$ cat src/rtl/dbdma_pkg.sv
package dbdma_pkg;

   typedef enum logic [2:0] {
      OFS_CUR_A = 3'd0,
      OFS_END_A = 3'd1,
      OFS_CUR_B = 3'd2,
      OFS_END_B = 3'd3,
      OFS_CTRL  = 3'd4,
      OFS_STAT  = 3'd5
   } reg_ofs_e;

   localparam int CTL_EN    = 7;
   localparam int CTL_CLR   = 6;
   localparam int CTL_TOMEM = 5;

   localparam int ST_PEND = 7;
   localparam int ST_OVF  = 6;
   localparam int ST_SEL  = 0;

   localparam logic SLOT_A = 1'b0;
   localparam logic SLOT_B = 1'b1;

endpackage

$ cat src/rtl/dbdma_slot.sv
module dbdma_slot #(
   parameter int DATA_W = 32,
   parameter int SIZE_W = 2,
   localparam int ADDR_W = DATA_W - 2
) (
   input  logic              clk,
   input  logic              rst_n,
   input  logic              flush,
   input  logic              ld_cur,
   input  logic              ld_end,
   input  logic [DATA_W-1:0] wdata,
   input  logic              step,
   input  logic [SIZE_W-1:0] beat_sz,
   output logic [ADDR_W-1:0] cur,
   output logic [DATA_W-1:0] endw,
   output logic              loaded,
   output logic              fin,
   output logic              final_buf
);

   logic [ADDR_W-1:0] inc;
   logic [ADDR_W-1:0] nxt;

   assign inc       = ADDR_W'(1) << beat_sz;
   assign nxt       = cur + inc;
   assign fin       = step && (nxt == endw[ADDR_W-1:0]);
   assign final_buf = endw[DATA_W-1] & endw[DATA_W-2];

   always_ff @(posedge clk or negedge rst_n) begin
      if (!rst_n) begin
         cur    <= '0;
         endw   <= '0;
         loaded <= 1'b0;
      end else begin
         if (ld_cur)
            cur <= wdata[ADDR_W-1:0];
         else if (step)
            cur <= nxt;
         if (ld_end)
            endw <= wdata;
         if (flush)
            loaded <= 1'b0;
         else if (ld_end)
            loaded <= 1'b1;
         else if (fin)
            loaded <= 1'b0;
      end
   end

   // a finished buffer leaves its slot empty
   assert_retire_empties_R4: assert property (@(posedge clk) disable iff (!rst_n)
      (fin && !ld_end) |=> !loaded);

endmodule

$ cat src/rtl/dbdma_seq.sv
module dbdma_seq #(
   parameter int SIZE_W = 2
) (
   input  logic              clk,
   input  logic              rst_n,
   input  logic              ctl_wr,
   input  logic              ctl_en,
   input  logic              ctl_clr,
   input  logic              ctl_tomem,
   input  logic [SIZE_W-1:0] ctl_size,
   input  logic [1:0]        end_wr,
   input  logic [1:0]        loaded,
   input  logic [1:0]        fin,
   input  logic [1:0]        final_buf,
   output logic              en,
   output logic              to_mem,
   output logic [SIZE_W-1:0] size,
   output logic              up,
   output logic              fp,
   output logic              ovf,
   output logic              done,
   output logic              flush
);
   import dbdma_pkg::*;

   logic fin_up;
   logic last_up;
   logic other;

   assign flush   = ctl_wr && ctl_clr;
   assign fin_up  = fin[up];
   assign last_up = final_buf[up];
   assign other   = ~up;

   always_ff @(posedge clk or negedge rst_n) begin
      if (!rst_n) begin
         en     <= 1'b0;
         to_mem <= 1'b0;
         size   <= '0;
         up     <= SLOT_A;
         fp     <= SLOT_A;
         ovf    <= 1'b0;
         done   <= 1'b0;
      end else begin
         done <= 1'b0;
         if (fin_up) begin
            up <= other;
            if (last_up) begin
               en   <= 1'b0;
               done <= 1'b1;
            end else if (!loaded[other] && !end_wr[other]) begin
               ovf <= 1'b1;
            end
         end
         if (|end_wr) begin
            ovf <= 1'b0;
            fp  <= end_wr[0] ? SLOT_B : SLOT_A;
         end
         if (ctl_wr) begin
            en     <= ctl_en;
            to_mem <= ctl_tomem;
            size   <= ctl_size;
            if (ctl_clr) begin
               up  <= SLOT_A;
               fp  <= SLOT_A;
               ovf <= 1'b0;
            end
         end
      end
   end

   // overflow only rises after a buffer completion
   assert_ovf_after_fin_R7: assert property (@(posedge clk) disable iff (!rst_n)
      $rose(ovf) |-> $past(fin[0] | fin[1]));

   // the done pulse coincides with a stopped channel
   assert_done_disables_R8: assert property (@(posedge clk) disable iff (!rst_n)
      (done && !$past(ctl_wr)) |-> !en);

endmodule

$ cat src/rtl/dbuf_dma_chan.sv
module dbuf_dma_chan #(
   parameter int DATA_W = 32,
   parameter int SIZE_W = 2
) (
   input  logic              clk,
   input  logic              rst_n,
   input  logic              reg_wr,
   input  logic [2:0]        reg_addr,
   input  logic [DATA_W-1:0] reg_wdata,
   output logic [DATA_W-1:0] reg_rdata,
   output logic              xfer_req,
   input  logic              xfer_ack,
   output logic [DATA_W-3:0] xfer_addr,
   output logic              xfer_to_mem,
   output logic [SIZE_W-1:0] xfer_size,
   output logic              irq,
   output logic              done
);
   import dbdma_pkg::*;

   localparam int ADDR_W = DATA_W - 2;
   localparam int NSLOT  = 2;

   if (DATA_W < 12 || DATA_W > 64) begin : g_bad_data_w
      $error("dbuf_dma_chan: DATA_W must lie in 12..64");
   end
   if (SIZE_W < 1 || SIZE_W > 3) begin : g_bad_size_w
      $error("dbuf_dma_chan: SIZE_W must lie in 1..3");
   end
   if ((2 ** SIZE_W) > ADDR_W) begin : g_bad_span
      $error("dbuf_dma_chan: largest beat exceeds address width");
   end

   reg_ofs_e          ofs;
   logic              en, to_mem, up, fp, ovf, flush, ctl_wr;
   logic [SIZE_W-1:0] size;
   logic [NSLOT-1:0]  loaded, fin, final_buf, end_wr;
   logic [ADDR_W-1:0] cur   [NSLOT];
   logic [DATA_W-1:0] endw  [NSLOT];
   logic [ADDR_W-1:0] beat_inc;
   logic [7:0]        stat_b, ctl_b;

   assign ofs    = reg_ofs_e'(reg_addr);
   assign ctl_wr = reg_wr && (ofs == OFS_CTRL);

   for (genvar s = 0; s < NSLOT; s++) begin : g_slot
      logic ld_cur_s;
      logic step_s;
      assign ld_cur_s  = reg_wr && (reg_addr == 3'(2 * s));
      assign end_wr[s] = reg_wr && (reg_addr == 3'(2 * s + 1));
      assign step_s    = xfer_req && xfer_ack && (up == 1'(s));
      dbdma_slot #(.DATA_W(DATA_W), .SIZE_W(SIZE_W)) u_slot (
         .clk       (clk),
         .rst_n     (rst_n),
         .flush     (flush),
         .ld_cur    (ld_cur_s),
         .ld_end    (end_wr[s]),
         .wdata     (reg_wdata),
         .step      (step_s),
         .beat_sz   (size),
         .cur       (cur[s]),
         .endw      (endw[s]),
         .loaded    (loaded[s]),
         .fin       (fin[s]),
         .final_buf (final_buf[s])
      );
   end

   dbdma_seq #(.SIZE_W(SIZE_W)) u_seq (
      .clk       (clk),
      .rst_n     (rst_n),
      .ctl_wr    (ctl_wr),
      .ctl_en    (reg_wdata[CTL_EN]),
      .ctl_clr   (reg_wdata[CTL_CLR]),
      .ctl_tomem (reg_wdata[CTL_TOMEM]),
      .ctl_size  (reg_wdata[SIZE_W-1:0]),
      .end_wr    (end_wr),
      .loaded    (loaded),
      .fin       (fin),
      .final_buf (final_buf),
      .en        (en),
      .to_mem    (to_mem),
      .size      (size),
      .up        (up),
      .fp        (fp),
      .ovf       (ovf),
      .done      (done),
      .flush     (flush)
   );

   assign xfer_req    = en && loaded[up] && !ovf;
   assign xfer_addr   = cur[up];
   assign xfer_to_mem = to_mem;
   assign xfer_size   = size;
   assign irq         = en && !(&loaded);
   assign beat_inc    = ADDR_W'(1) << size;

   always_comb begin
      stat_b          = '0;
      stat_b[ST_PEND] = irq;
      stat_b[ST_OVF]  = ovf;
      stat_b[ST_SEL]  = ovf ? fp : ~fp;
      ctl_b                = '0;
      ctl_b[CTL_EN]        = en;
      ctl_b[CTL_TOMEM]     = to_mem;
      ctl_b[SIZE_W-1:0]    = size;
      case (ofs)
         OFS_CUR_A: reg_rdata = DATA_W'(cur[0]);
         OFS_END_A: reg_rdata = endw[0];
         OFS_CUR_B: reg_rdata = DATA_W'(cur[1]);
         OFS_END_B: reg_rdata = endw[1];
         OFS_CTRL:  reg_rdata = DATA_W'(ctl_b);
         OFS_STAT:  reg_rdata = DATA_W'(stat_b);
         default:   reg_rdata = '0;
      endcase
   end

   // a pending request holds its address until acknowledged
   assert_req_hold_R3: assert property (@(posedge clk) disable iff (!rst_n)
      (xfer_req && !xfer_ack && !reg_wr) |=> (xfer_req && $stable(xfer_addr)));

   // a mid-buffer beat moves the address by one beat
   assert_beat_step_R3: assert property (@(posedge clk) disable iff (!rst_n)
      (xfer_req && xfer_ack && !reg_wr && !(|fin)) |=>
         (xfer_addr == $past(xfer_addr + beat_inc)));

   // completion with the other slot loaded continues without a gap
   assert_switch_R4: assert property (@(posedge clk) disable iff (!rst_n)
      ((|fin) && !final_buf[up] && loaded[~up] && !reg_wr) |=> xfer_req);

   // an enabled channel in overflow always signals
   assert_ovf_irq_R6: assert property (@(posedge clk) disable iff (!rst_n)
      (ovf && en) |-> irq);

   // disabling through control stops requests at once
   assert_disable_stops_R10: assert property (@(posedge clk) disable iff (!rst_n)
      (ctl_wr && !reg_wdata[CTL_EN]) |=> !xfer_req);

endmodule

$ cat config.mk
export PLATFORM = sky130hd
export DESIGN_NAME = dbuf_dma_chan
export DESIGN_NICKNAME = d
export VERILOG_FILES = /design/src/rtl/dbdma_pkg.sv /design/src/rtl/dbdma_slot.sv /design/src/rtl/dbdma_seq.sv /design/src/rtl/dbuf_dma_chan.sv
export SDC_FILE = /design/constraint.sdc
export NUM_CORES = 1
export LEC_CHECK = 0
export BUFFER_PORTS_ARGS = -buffer_cell sky130_fd_sc_hd__buf_2
export CORE_ASPECT_RATIO = 1.25
export CORE_UTILIZATION = 54
export CTS_CLUSTER_DIAMETER = 150
export DETAILED_ROUTE_END_ITERATION = 16
export GPL_ROUTABILITY_DRIVEN = 0
export GPL_TIMING_DRIVEN = 1
export PLACE_DENSITY = 0.76
export SLEW_MARGIN = 20
export SYNTH_ARGS = -nofsm -noshare
export SYNTH_HDL_FRONTEND = slang
export SYNTH_SLANG_ARGS = --single-unit
export TNS_END_PERCENT = 100
$ cat constraint.sdc
create_clock -name clk -period 2.94 [get_ports clk]
set_input_delay 0.735 -clock clk [delete_from_list [all_inputs] [get_ports clk]]
set_output_delay 0.735 -clock clk [all_outputs]
set_load 0.02 [all_outputs]
# ---- Word level (Yosys, flattened, before mapping)
# Cells that the tools add are included.
dict set report op_classes {
  n_addsub 2
  magnitude_cmp 3
  eq_ne 7
  n_shift 1
  n_mux 43
  bitwise 5
  reduce_logical 29
}
# cell count
set op_table {}
lappend op_table {{$mux W30} 7}
lappend op_table {{$pmux W32 S6} 1}
lappend op_table {{$add A30 B30 Y30} 2}
lappend op_table {{$eq A30 B30 Y1} 2}
lappend op_table {{$mux W1} 35}
lappend op_table {{$shl A1 B2 Y30 const A} 1}
lappend op_table {{$logic_and A1 B1 Y1} 15}
lappend op_table {{$reduce_bool A2 Y1} 4}
lappend op_table {{$eq A3 B2 Y1 const B} 2}
lappend op_table {{$eq A3 B3 Y1 const B} 2}
lappend op_table {{$reduce_bool A3 Y1} 2}
lappend op_table {{$logic_not A1 Y1} 4}
lappend op_table {{$lt A1 B2 Y1 const B} 2}
lappend op_table {{$reduce_and A2 Y1} 2}
lappend op_table {{$eq A3 B1 Y1 const B} 1}
lappend op_table {{$logic_not A3 Y1} 1}
lappend op_table {{$and A1 B1 Y1} 2}
lappend op_table {{$ge A2 B2 Y1 const B} 1}
lappend op_table {{$not A1 Y1} 2}
lappend op_table {{$not A1 Y2} 1}
lappend op_table {{$reduce_or A2 Y1} 1}
dict set report word_totals {
  ff_bits 134
  input_bits 39
  output_inout_bits 68
  elab_cells 103
}

# ---- Depth between registers and ports, before layout
# Gate-level depths: netlist (run 1).
dict set report logic_depth {
  depth_word 13
  ltp_mapped 14
  depth_no_buf 12
}

# ---- Hierarchy
# Synthesis (run 1) repeated with hierarchy kept, for this count alone.
dict set report hier_totals {
  cells_unflattened 1057
  area_unflattened_um2 10075.9
}
# module instances cells_per_inst area_per_inst_um2 seq_area_each_um2
set modules_own_cells {}
lappend modules_own_cells {dbdma_slot 2 441 4091.4 1576.5}
lappend modules_own_cells {dbuf_dma_chan 1 149 1550.2 0.0}
lappend modules_own_cells {dbdma_seq 1 26 342.8 200.2}

# ---- Worst setup path before layout (run 1)
# Ideal clock, no wire load.
dict set report synth_timing {
  path_kind {register to register}
  start {register u_seq.size[0]}
  end {register u_seq.en}
  setup_time_ps 118
  t_arrival_ps 3201
  required_time_ps 2822
  slack_ps -378
  stages_incl_launch_ff 15
  synth_period_minus_slack_ps 3318
  cell_sequence {dfrtp_1 -> clkbuf_1 -> and2_1 -> ha_1 -> clkbuf_1 -> o21ai_1 -> a21oi_1 -> and2_1 -> clkbuf_1 -> nand3_1 -> xnor2_1 -> nand4b_1 -> and4b_1 -> o22a_4 -> o21ai_2}
}
dict set report synth_between {
  elab_chain_len 8
  word_cells_on_any_way 11
  classes_between {add/sub: 2; eq/ne: 2; shift: 1; mux: 2; reduce/logical: 4}
}
# element line_no
set synth_rtl {}
lappend synth_rtl {{from (decl)} dbdma_seq.sv:17} ;# output logic [SIZE_W-1:0] size,
lappend synth_rtl {{from (signal assigned)} dbdma_seq.sv:62} ;# size <= ctl_size;
lappend synth_rtl {{$shl A1 B2 Y30 *} --}
lappend synth_rtl {{$add A30 B30 Y30} dbdma_slot.sv:25} ;# assign nxt = cur + inc;
lappend synth_rtl {{$eq A30 B30 Y1} dbdma_slot.sv:26} ;# assign fin = step && (nxt == endw[ADDR_W-1:0]);
lappend synth_rtl {{$logic_and A1 B1 Y1} dbdma_slot.sv:26}
lappend synth_rtl {{$mux W1 (not written as such) * (2 in a row)} dbdma_seq.sv:31} ;# assign fin_up = fin[up];
lappend synth_rtl {{$reduce_bool A2 Y1 (no line) *} --}
lappend synth_rtl {{$reduce_and A2 Y1 (no line) *} --}
lappend synth_rtl {{to (signal assigned)} dbdma_seq.sv:60} ;# en <= ctl_en;
lappend synth_rtl {{to (decl)} dbdma_seq.sv:15} ;# output logic en,
# Every way passes the cells marked *; elsewhere a longest branch is shown, timed or not. The select of a mux whose other input is x is not followed.
# A chain may end at the register's enable or synchronous reset.

# ---- Worst setup path after layout (run 1)
dict set report layout_timing {
  start {register u_seq.size[1]}
  end {register u_seq.en}
}
# The elaborated chain is that of the path after synthesis.

==> impl_results.md, run 1 <==
* Worst-case reg-to-reg path depth at 11
* CP Depth at 11
* Worst path cell trace: nand2b_4 > xnor2_2 > ha_1 > xor2_1 > a2111oi_4 > o2111ai_1 > nor4_1 > nand4b_1 > and4b_2 > o22a_4 > o21ai_2
* Slowest stage delay, CP at around 430 ps
* Synth Area per Inst at approximately 8.5 um^2
* Initial Util at a little under three fifths
* Synth top area share at 33.9%
* Die X at about 120 um
* FFs w/ async S/R, synth at between 90% and 100%
* Arr. time, crit path at about 3300 ps
* Clk_lat worst skew at approximately 440 ps
* Clk slew on worst S/H paths at around 70 ps
* Critical path endpoint: u_seq.en$_DFFE_PN0P_
* Peak VDD IR at roughly 0.42 mV
* DRT iter0 DRCs at 1000
* Share of post-route cells with drive strength above 1 at roughly 28%
* Largest area contributor in the netlist: dfrtp_1
* Setup TNS at -17.3 ps
* Measured slew at the worst slew-check pin at about 780 ps
* Initial antenna violation count at 0
* Post-synth EDFFs at 0
* Unrepaired setup endpoints after global routing: true
* DR WL/cell at around 22 um
* Core area at between 15000 and 20000 um^2
* Mapped Nets at ~1200
* Root Driver: clkbuf_16
* Critical R2R Launch: u_seq.size[1]$_DFFE_PN0P_
* Largest net degree at the start of global routing at between 70 and 80
* CTS tree: done
* Area of the die at approximately 19000 um^2
* Crit Reg-Reg Endpoint: u_seq.en$_DFFE_PN0P_
* Final setup skew at 10.5 ps
* Crit-path leading delay family: simple AND/OR/NAND/NOR gates
* Crit path capture type: flop
* Synthesis-stage register bit count at approximately 130
* DP HPWL at roughly 24000 um
* Top_reg_cell synth: dfrtp_1
* H-tree levels at 4
* Boundary pin count at ~110
* Fin crit period at a little under 3000 ps
* Crit path required time at ~3300 ps
* Vias at ~9800
* Remaining global-route overflow at 0
* Critical-path maximum fanout at 4
* Area post-placement at 11200 um^2
* Status: finished with violations
* Gate count of the mapped netlist at approximately 1200
* Final WS setup at -17.3 ps
* Die Ht at approximately 150 um
* Setup CP Type: flop to flop
* Final Max Tran Viols at 0
* WL final at between 30000 and 40000 um
* Fmax at about 340 MHz
* Synth area leaders: dfrtp_1, nand2_1, mux2_2
* Flop2flop setup slack at -20 ps
* Final hold violations at 0
* CTS Sinks at between 100 and 150
* Vias in the first global route at between 9000 and 10000
* Synthesis warning total at 0
* # DRC at 0
* Overall power at roughly 8600 uW
* Vias/cell at 6.44
* Max_slew headroom at ~48%
* Clk buf depth at 2
* Crit path from: u_seq.size[1]$_DFFE_PN0P_
* Cell area after layout at around 12000 um^2
* GRT Overall Usage at 37.0%
* Leak at between 0.005 and 0.006 uW
* Layout area overhead at 20.7%
* Worst Setup Start Kind: flop
* Worst Hold Class: primary input to async pin
* Cts hold-fix bufs at 0
* Cell Area, Synth at slightly below 10000 um^2
* Ant diodes at 0
* Port Buf Inserts at about 110
* Buf/Inv on CP at 0
* Cell variety after synth at between 80 and 90
* Slowest cell on the critical path: dfrtp_2
* DRT Pass-1 Iters at 6
* Routed Antenna Nets at 0
* Layout net count at around 1300
* First-pass GRT wire length at 53100 um
* PD cells at between 700 and 800 nW/um^2
* Final setup fails at 1
* Failing checks: setup timing
* Rows at between 50 and 60
* Tcrit/Tclk final at 101%
* Inserted Clock Buffers at 17
* Max Cap Viol at 0
* Sequential share of the synthesized area at approximately a third
final cells by class:
cell class	count	area, um^2
fill	1450	5770
sequential	134	3360
multi-input combinational	912	6200
tap	224	280
clock buffer	18	439
inverter	13	48.8
timing repair buffer	208	1400
clock inverter	14	195
cells in the final DEF (no fill, tap or decap), drive strengths merged, types with 4 or more instances in the layout:
| cell type | instances |
|---|---|
| clkinv | 5 |
| o21ai | 83 |
| dfrtp | 134 |
| xor2 | 62 |
| or3 | 6 |
| mux2i | 10 |
| nand3 | 32 |
| ha | 6 |
| xnor2 | 68 |
| o2111ai | 7 |
| or4 | 5 |
| nor4 | 9 |
| nor3 | 21 |
| a22oi | 5 |
| and4 | 5 |
| a21oi | 28 |
| a22o | 27 |
| nor2 | 62 |
| and3 | 11 |
| bufinv | 4 |
| and3b | 5 |
| nor2b | 7 |
| clkbuf | 18 |
| o211ai | 6 |
| nand4 | 32 |
| and2 | 11 |
| mux2 | 63 |
| inv | 17 |
| buf | 208 |
| a221o | 26 |
| nand4b | 8 |
| nand2b | 9 |
| nand2 | 234 |
what timing repair did:
item | 4_1_cts | 5_1_grt
pin swaps | 1 | 10
resized for setup | 8 | 18
endpoints found under the setup margin | 5 | 11
buffers inserted | 1 | 3
synth_stat cells, types with 4 or more instances:
cell	instances
mux2_2	63
and3_1	9
a22o_1	26
clkbuf_1	67
o21ai_0	78
nand4b_1	8
xor2_1	62
a221o_1	26
nand2b_1	9
mux2i_1	10
o211ai_1	6
ha_1	6
buf_6	4
o2111ai_1	7
dfrtp_1	134
nand3_1	32
nand2_1	232
nand4_1	30
or4_1	4
inv_1	12
nor3_1	21
a21oi_1	27
nor4_1	8
nor2b_1	7
nor2_1	62
a22oi_1	5
and4_1	5
xnor2_1	68
buf_1	6
or3_1	6
buf_2	10
and3b_1	5
and2_1	9
buf_4	8
worst register-to-register path: stages, from the launching register on:
cell and delay (ps):
dfrtp_2 430, nand2b_4 180, xnor2_2 140, ha_1 330, xor2_1 190, a2111oi_4 370, o2111ai_1 160, nor4_1 310
nand4b_1 160, and4b_2 380, o22a_4 170, o21ai_2 50
power breakdown:
group,switching (uW),total (uW),internal (uW)
Clock,885,2330,1450
Sequential,567,2790,2230
Combinational,1980,3470,1490
Total,3430,8600,5170
worst min path at each step:
stage	to	slack, ps	cells past startpoint
after floorplan	g_slot[0].u_slot.cur[0]$_DFFE_PN0P_	440	0
after global placement	g_slot[0].u_slot.endw[31]$_DFFE_PN0P_	490	2
after detailed placement	g_slot[0].u_slot.endw[31]$_DFFE_PN0P_	500	2
after CTS	g_slot[1].u_slot.endw[28]$_DFFE_PN0P_	390	1
after global routing	g_slot[0].u_slot.cur[24]$_DFFE_PN0P_	400	1
final	g_slot[0].u_slot.cur[26]$_DFFE_PN0P_	340	1
kinds of logic after synthesis:
kind of cell | Yosys count | synth area share [%]
and+or+nand+nor | 467 | 22.6
AOI/OAI and AO/OA | 232 | 17.0
DFF | 134 | 33.9
xor gates and xnor gates | 132 | 12.0
buffers and inverters | 113 | 5.14
muxes | 75 | 8.65
adders and majority gates | 6 | 0.759
flip-flops by register name, summed over array words and instances (netlist names):
signal                count
g_slot.u_slot.endw       64
g_slot.u_slot.cur        60
g_slot.u_slot.loaded      2
u_seq.size                2
u_seq.done                1
u_seq.en                  1
u_seq.fp                  1
u_seq.ovf                 1
u_seq.to_mem              1
u_seq.up                  1
layer usage:
layer	track usage, %	wire, um
met4	24.6	2300
met5	0	0
met1	44.2	12700
met2	59.8	16100
met3	6.98	2800
metrics by stage:
stage,hold slack (ps),utilization (%),worst slack (ps),cells
6_report,335,67.4,-17.3,1523
5_1_grt,398,67.4,-115,1523
4_1_cts,386,66.8,-7.00,1520
3_5_place_dp,505,63.0,-158,1487
3_3_place_gp,492,63.0,-132,1487
2_1_floorplan,439,-,-10.4,1159
(Power assumes the default switching activity.)
==> inputs of run 2 (changes only) <==
--- a/config.mk
+++ b/config.mk
@@ -7,14 +7,15 @@
 export LEC_CHECK = 0
 export BUFFER_PORTS_ARGS = -buffer_cell sky130_fd_sc_hd__buf_2
 export CORE_ASPECT_RATIO = 1.25
-export CORE_UTILIZATION = 54
+export CORE_UTILIZATION = 55
 export CTS_CLUSTER_DIAMETER = 150
 export DETAILED_ROUTE_END_ITERATION = 16
 export GPL_ROUTABILITY_DRIVEN = 0
 export GPL_TIMING_DRIVEN = 1
-export PLACE_DENSITY = 0.76
+export PLACE_DENSITY = 0.77
 export SLEW_MARGIN = 20
 export SYNTH_ARGS = -nofsm -noshare
 export SYNTH_HDL_FRONTEND = slang
+export SYNTH_HIERARCHICAL = 1
 export SYNTH_SLANG_ARGS = --single-unit
 export TNS_END_PERCENT = 100
==> run 2 against run 1 <==
Net effect: hold slack got worse by 120 ps; via count rose by 0.99%; clock skew rose by 6.1 ps; critical path type unchanged; largest cell class unchanged; non-clock buffer count rose by 93; area after synthesis rose by 1.9%; register-to-register slack got worse by 900 ps; the run still ends with setup timing left; highest routed layer unchanged.
==> impl_results.md, run 2 <==
* Cell variety after synth at 67
* Synth Area per Inst at 9.53 um^2
* Area post-placement at between 10000 and 15000 um^2
* Top reg by flops: g_slot.u_slot/endw
* Area occupied by multi-input gates at around 6600 um^2
* Overall power at 9080 uW
* Clk_lat worst skew at between 400 and 500 ps
* Boundary pin count at around 110
* Ant diodes at 0
* Gate count of the mapped netlist at between 1000 and 1500
* CTS tree: done
* # DRC at 0
* Max reg flops at 64
* Final setup fails at 12
* FFs w/ async S/R, synth at 100%
* Synth top area share at 33.3%
* Max_slew headroom at 60.4%
* Tcrit/Tclk final at 131%
* WL final at ~35000 um
* Largest registers: g_slot.u_slot/endw: 64 flops, g_slot.u_slot/cur: 60 flops
* Worst-case reg-to-reg path depth at 13
* Flop2flop setup slack at -920 ps
* Worst Setup Start Kind: flop
* Port Buf Inserts at 106
* Measured slew at the worst slew-check pin at roughly 600 ps
* Mapped Nets at about 1100
* Share of post-route cells with drive strength above 1 at 40.4%
* Post-place setup slack at -926 ps
* Seq pwr share at between 20% and 30%
* GRT Overall Usage at between 30% and 40%
* Vias at about 10000
* Routed Antenna Nets at 0
* Crit path required time at about 3300 ps
* Setup CP Type: flop to flop
* Arr. time, crit path at between 4000 and 5000 ps
* Leak at 0.00547 uW
* Vias in the first global route at 10245
* Internal power at approximately 5500 uW
* Clk buf depth at 2
* Fin crit period at between 3000 and 4000 ps
* Comb power frac at 46.3%
* Unrepaired setup endpoints after global routing: true
* Setup TNS at -4300 ps
* Count leader, synth: dfrtp_1
* Cts hold-fix bufs at 0
* Final hold violations at 0
* DR WL/cell at 22.7 um
* Synth area leaders: dfrtp_1, mux2_2, xnor2_1
* Vias/cell at 6.40
* Largest area contributor in the netlist: dfrtp_1
* Initial Util at between 50% and 60%
* Crit path capture type: flop
* Rows at between 50 and 60
* Final WS setup at -919 ps
* Synthesis warning total at 6
* Cell area after layout at approximately 13000 um^2
* Reg area at ~3400 um^2
* DP HPWL at 25300 um
* Max Cap Viol at 0
* Sw frac at between 30% and 40%
* Synthesis-stage register bit count at between 100 and 150
* Most frequent cells in the layout: buf_4, dfrtp_1, nand2_1
* First-pass GRT wire length at around 54000 um
* Final Max Tran Viols at 0
* Inserted Clock Buffers at 17
* Layout area overhead at 29.1%
* Largest net degree at the start of global routing at 60
* Initial antenna violation count at 0
* Core area at 18000 um^2
* Layout net count at approximately 1400
* Die X at ~120 um
* Switching pwr at between 3000 and 4000 uW
* Most frequent cells after synthesis: dfrtp_1, nand2_1, mux2_2
* Min Hold Slack at between 200 and 250 ps
* Die Ht at 153 um
* Crit Reg-Reg Endpoint: u_seq/en$_DFFE_PN0P_
* Top_reg_cell synth: dfrtp_1
* CTS Sinks at 134
* PD cells at between 600 and 700 nW/um^2
* Critical-path maximum fanout at 4
* Most common cell after layout, fill and taps aside: buf_4
* Clock power share at 24.0%
* Root Driver: clkbuf_16
* DRT Pass-1 Iters at 6
* Peak VDD IR at between 0.4 and 0.5 mV
* Cell Area, Synth at about 10000 um^2
* Clk slew on worst S/H paths at roughly 60 ps
* Post-synth EDFFs at 0
* H-tree levels at 4
* Sequential share of the synthesized area at 33.3%
* Failing checks: setup timing
* Remaining global-route overflow at 0
* Final setup skew at ~17 ps
* DRT iter0 DRCs at approximately 1100
* Status: finished with violations
* Fillers at between 1000 and 1500
* Fmax at ~260 MHz
* Worst Hold Class: primary input to async pin
* Critical R2R Launch: u_seq/size[0]$_DFFE_PN0P_
* Area of the die at around 19000 um^2
-- run 2: cell types whose count changed after synthesis, moves of 21 or more --
cell      previous run  this run
a22o_1              26         2
mux4_2               2        23
clkbuf_1            67        30
a221o_1             26         2
mux2_2              63       102
nand2_1            232       119
and2_1               9        31
-- run 2: how the worst max path moves through the flow --
stage                     slack [ps]                 startpoint  cells past startpoint              endpoint
after floorplan                 -750  u_seq/size[0]$_DFFE_PN0P_                     14  u_seq/en$_DFFE_PN0P_
after CTS                       -840  u_seq/size[0]$_DFFE_PN0P_                     14  u_seq/en$_DFFE_PN0P_
after global routing           -1040  u_seq/size[0]$_DFFE_PN0P_                     13  u_seq/en$_DFFE_PN0P_
after global placement          -840  u_seq/size[1]$_DFFE_PN0P_                     12  u_seq/en$_DFFE_PN0P_
after detailed placement        -930  u_seq/size[1]$_DFFE_PN0P_                     12  u_seq/en$_DFFE_PN0P_
final                           -920  u_seq/size[0]$_DFFE_PN0P_                     13  u_seq/en$_DFFE_PN0P_
-- run 2: power by group through the flow --
stage	Sequential (uW)	Clock, uW	Combinational [uW]
2_1_floorplan	2630	0	2360
3_3_place_gp	2680	0	3870
3_5_place_dp	2710	0	3940
4_1_cts	2680	2200	4020
5_1_grt	2750	2260	4450
6_report	2700	2180	4210
-- run 2: layer usage --
layer	vias to the layer above	part of all wire, %	global-route usage, %
met5	-	0	0
met4	0	6.6	25.0
met3	206	8.3	9.07
met2	640	49	62.3
met1	4780	36	44.2
li1	4275	-	-
-- run 2: cells by family (layout without fill, tap and decap cells) --
kind of cell,Yosys count,count (layout),share of synthesized area (%)
AOI/OAI and AO/OA,147,147,9.43
xor gates and xnor gates,141,141,12.3
adders and majority gates,10,10,1.39
buffers and inverters,88,349,4.40
DFF,134,134,33.3
muxes,148,148,19.2
and+or+nand+nor,389,389,20.1
-- run 2: final cells by class --
cell class | instances | share of cell area (%)
repair buffers | 301 | 16.1
flip-flops and latches | 134 | 25.8
multi-input cells | 835 | 50.8
well taps | 228 | 2.19
clock inverters | 15 | 1.32
inverters | 16 | 0.462
clock buffers | 17 | 3.27
-- run 2: metrics by stage --
| step | cells | utilization, % |
|---|---|---|
| after CTS | 1545 | 71.3 |
| after global placement | 1505 | 67.0 |
| after floorplan | 1057 | - |
| after global routing | 1546 | 72.1 |
| final | 1546 | 72.1 |
| after detailed placement | 1505 | 67.0 |
-- run 2: critical path, stage by stage (launching register included) --
cell and delay [ps]:
dfrtp_2 430, nor2_1 130, ha_2 200, inv_2 40, fa_2 330, nand2b_4 160
a2111o_1 500, nor4b_4 310, xor2_1 100, or4_1 480, or4_4 440, nor4_4 220
nand3b_1 150, a32o_1 270
-- run 2: what timing repair did --
action                     in CTS  in global routing
setup endpoints to repair      16                 20
pin swaps                       1                  1
cloned                          0                  0
resized for setup              25                 35
setup buffers                   8                  1
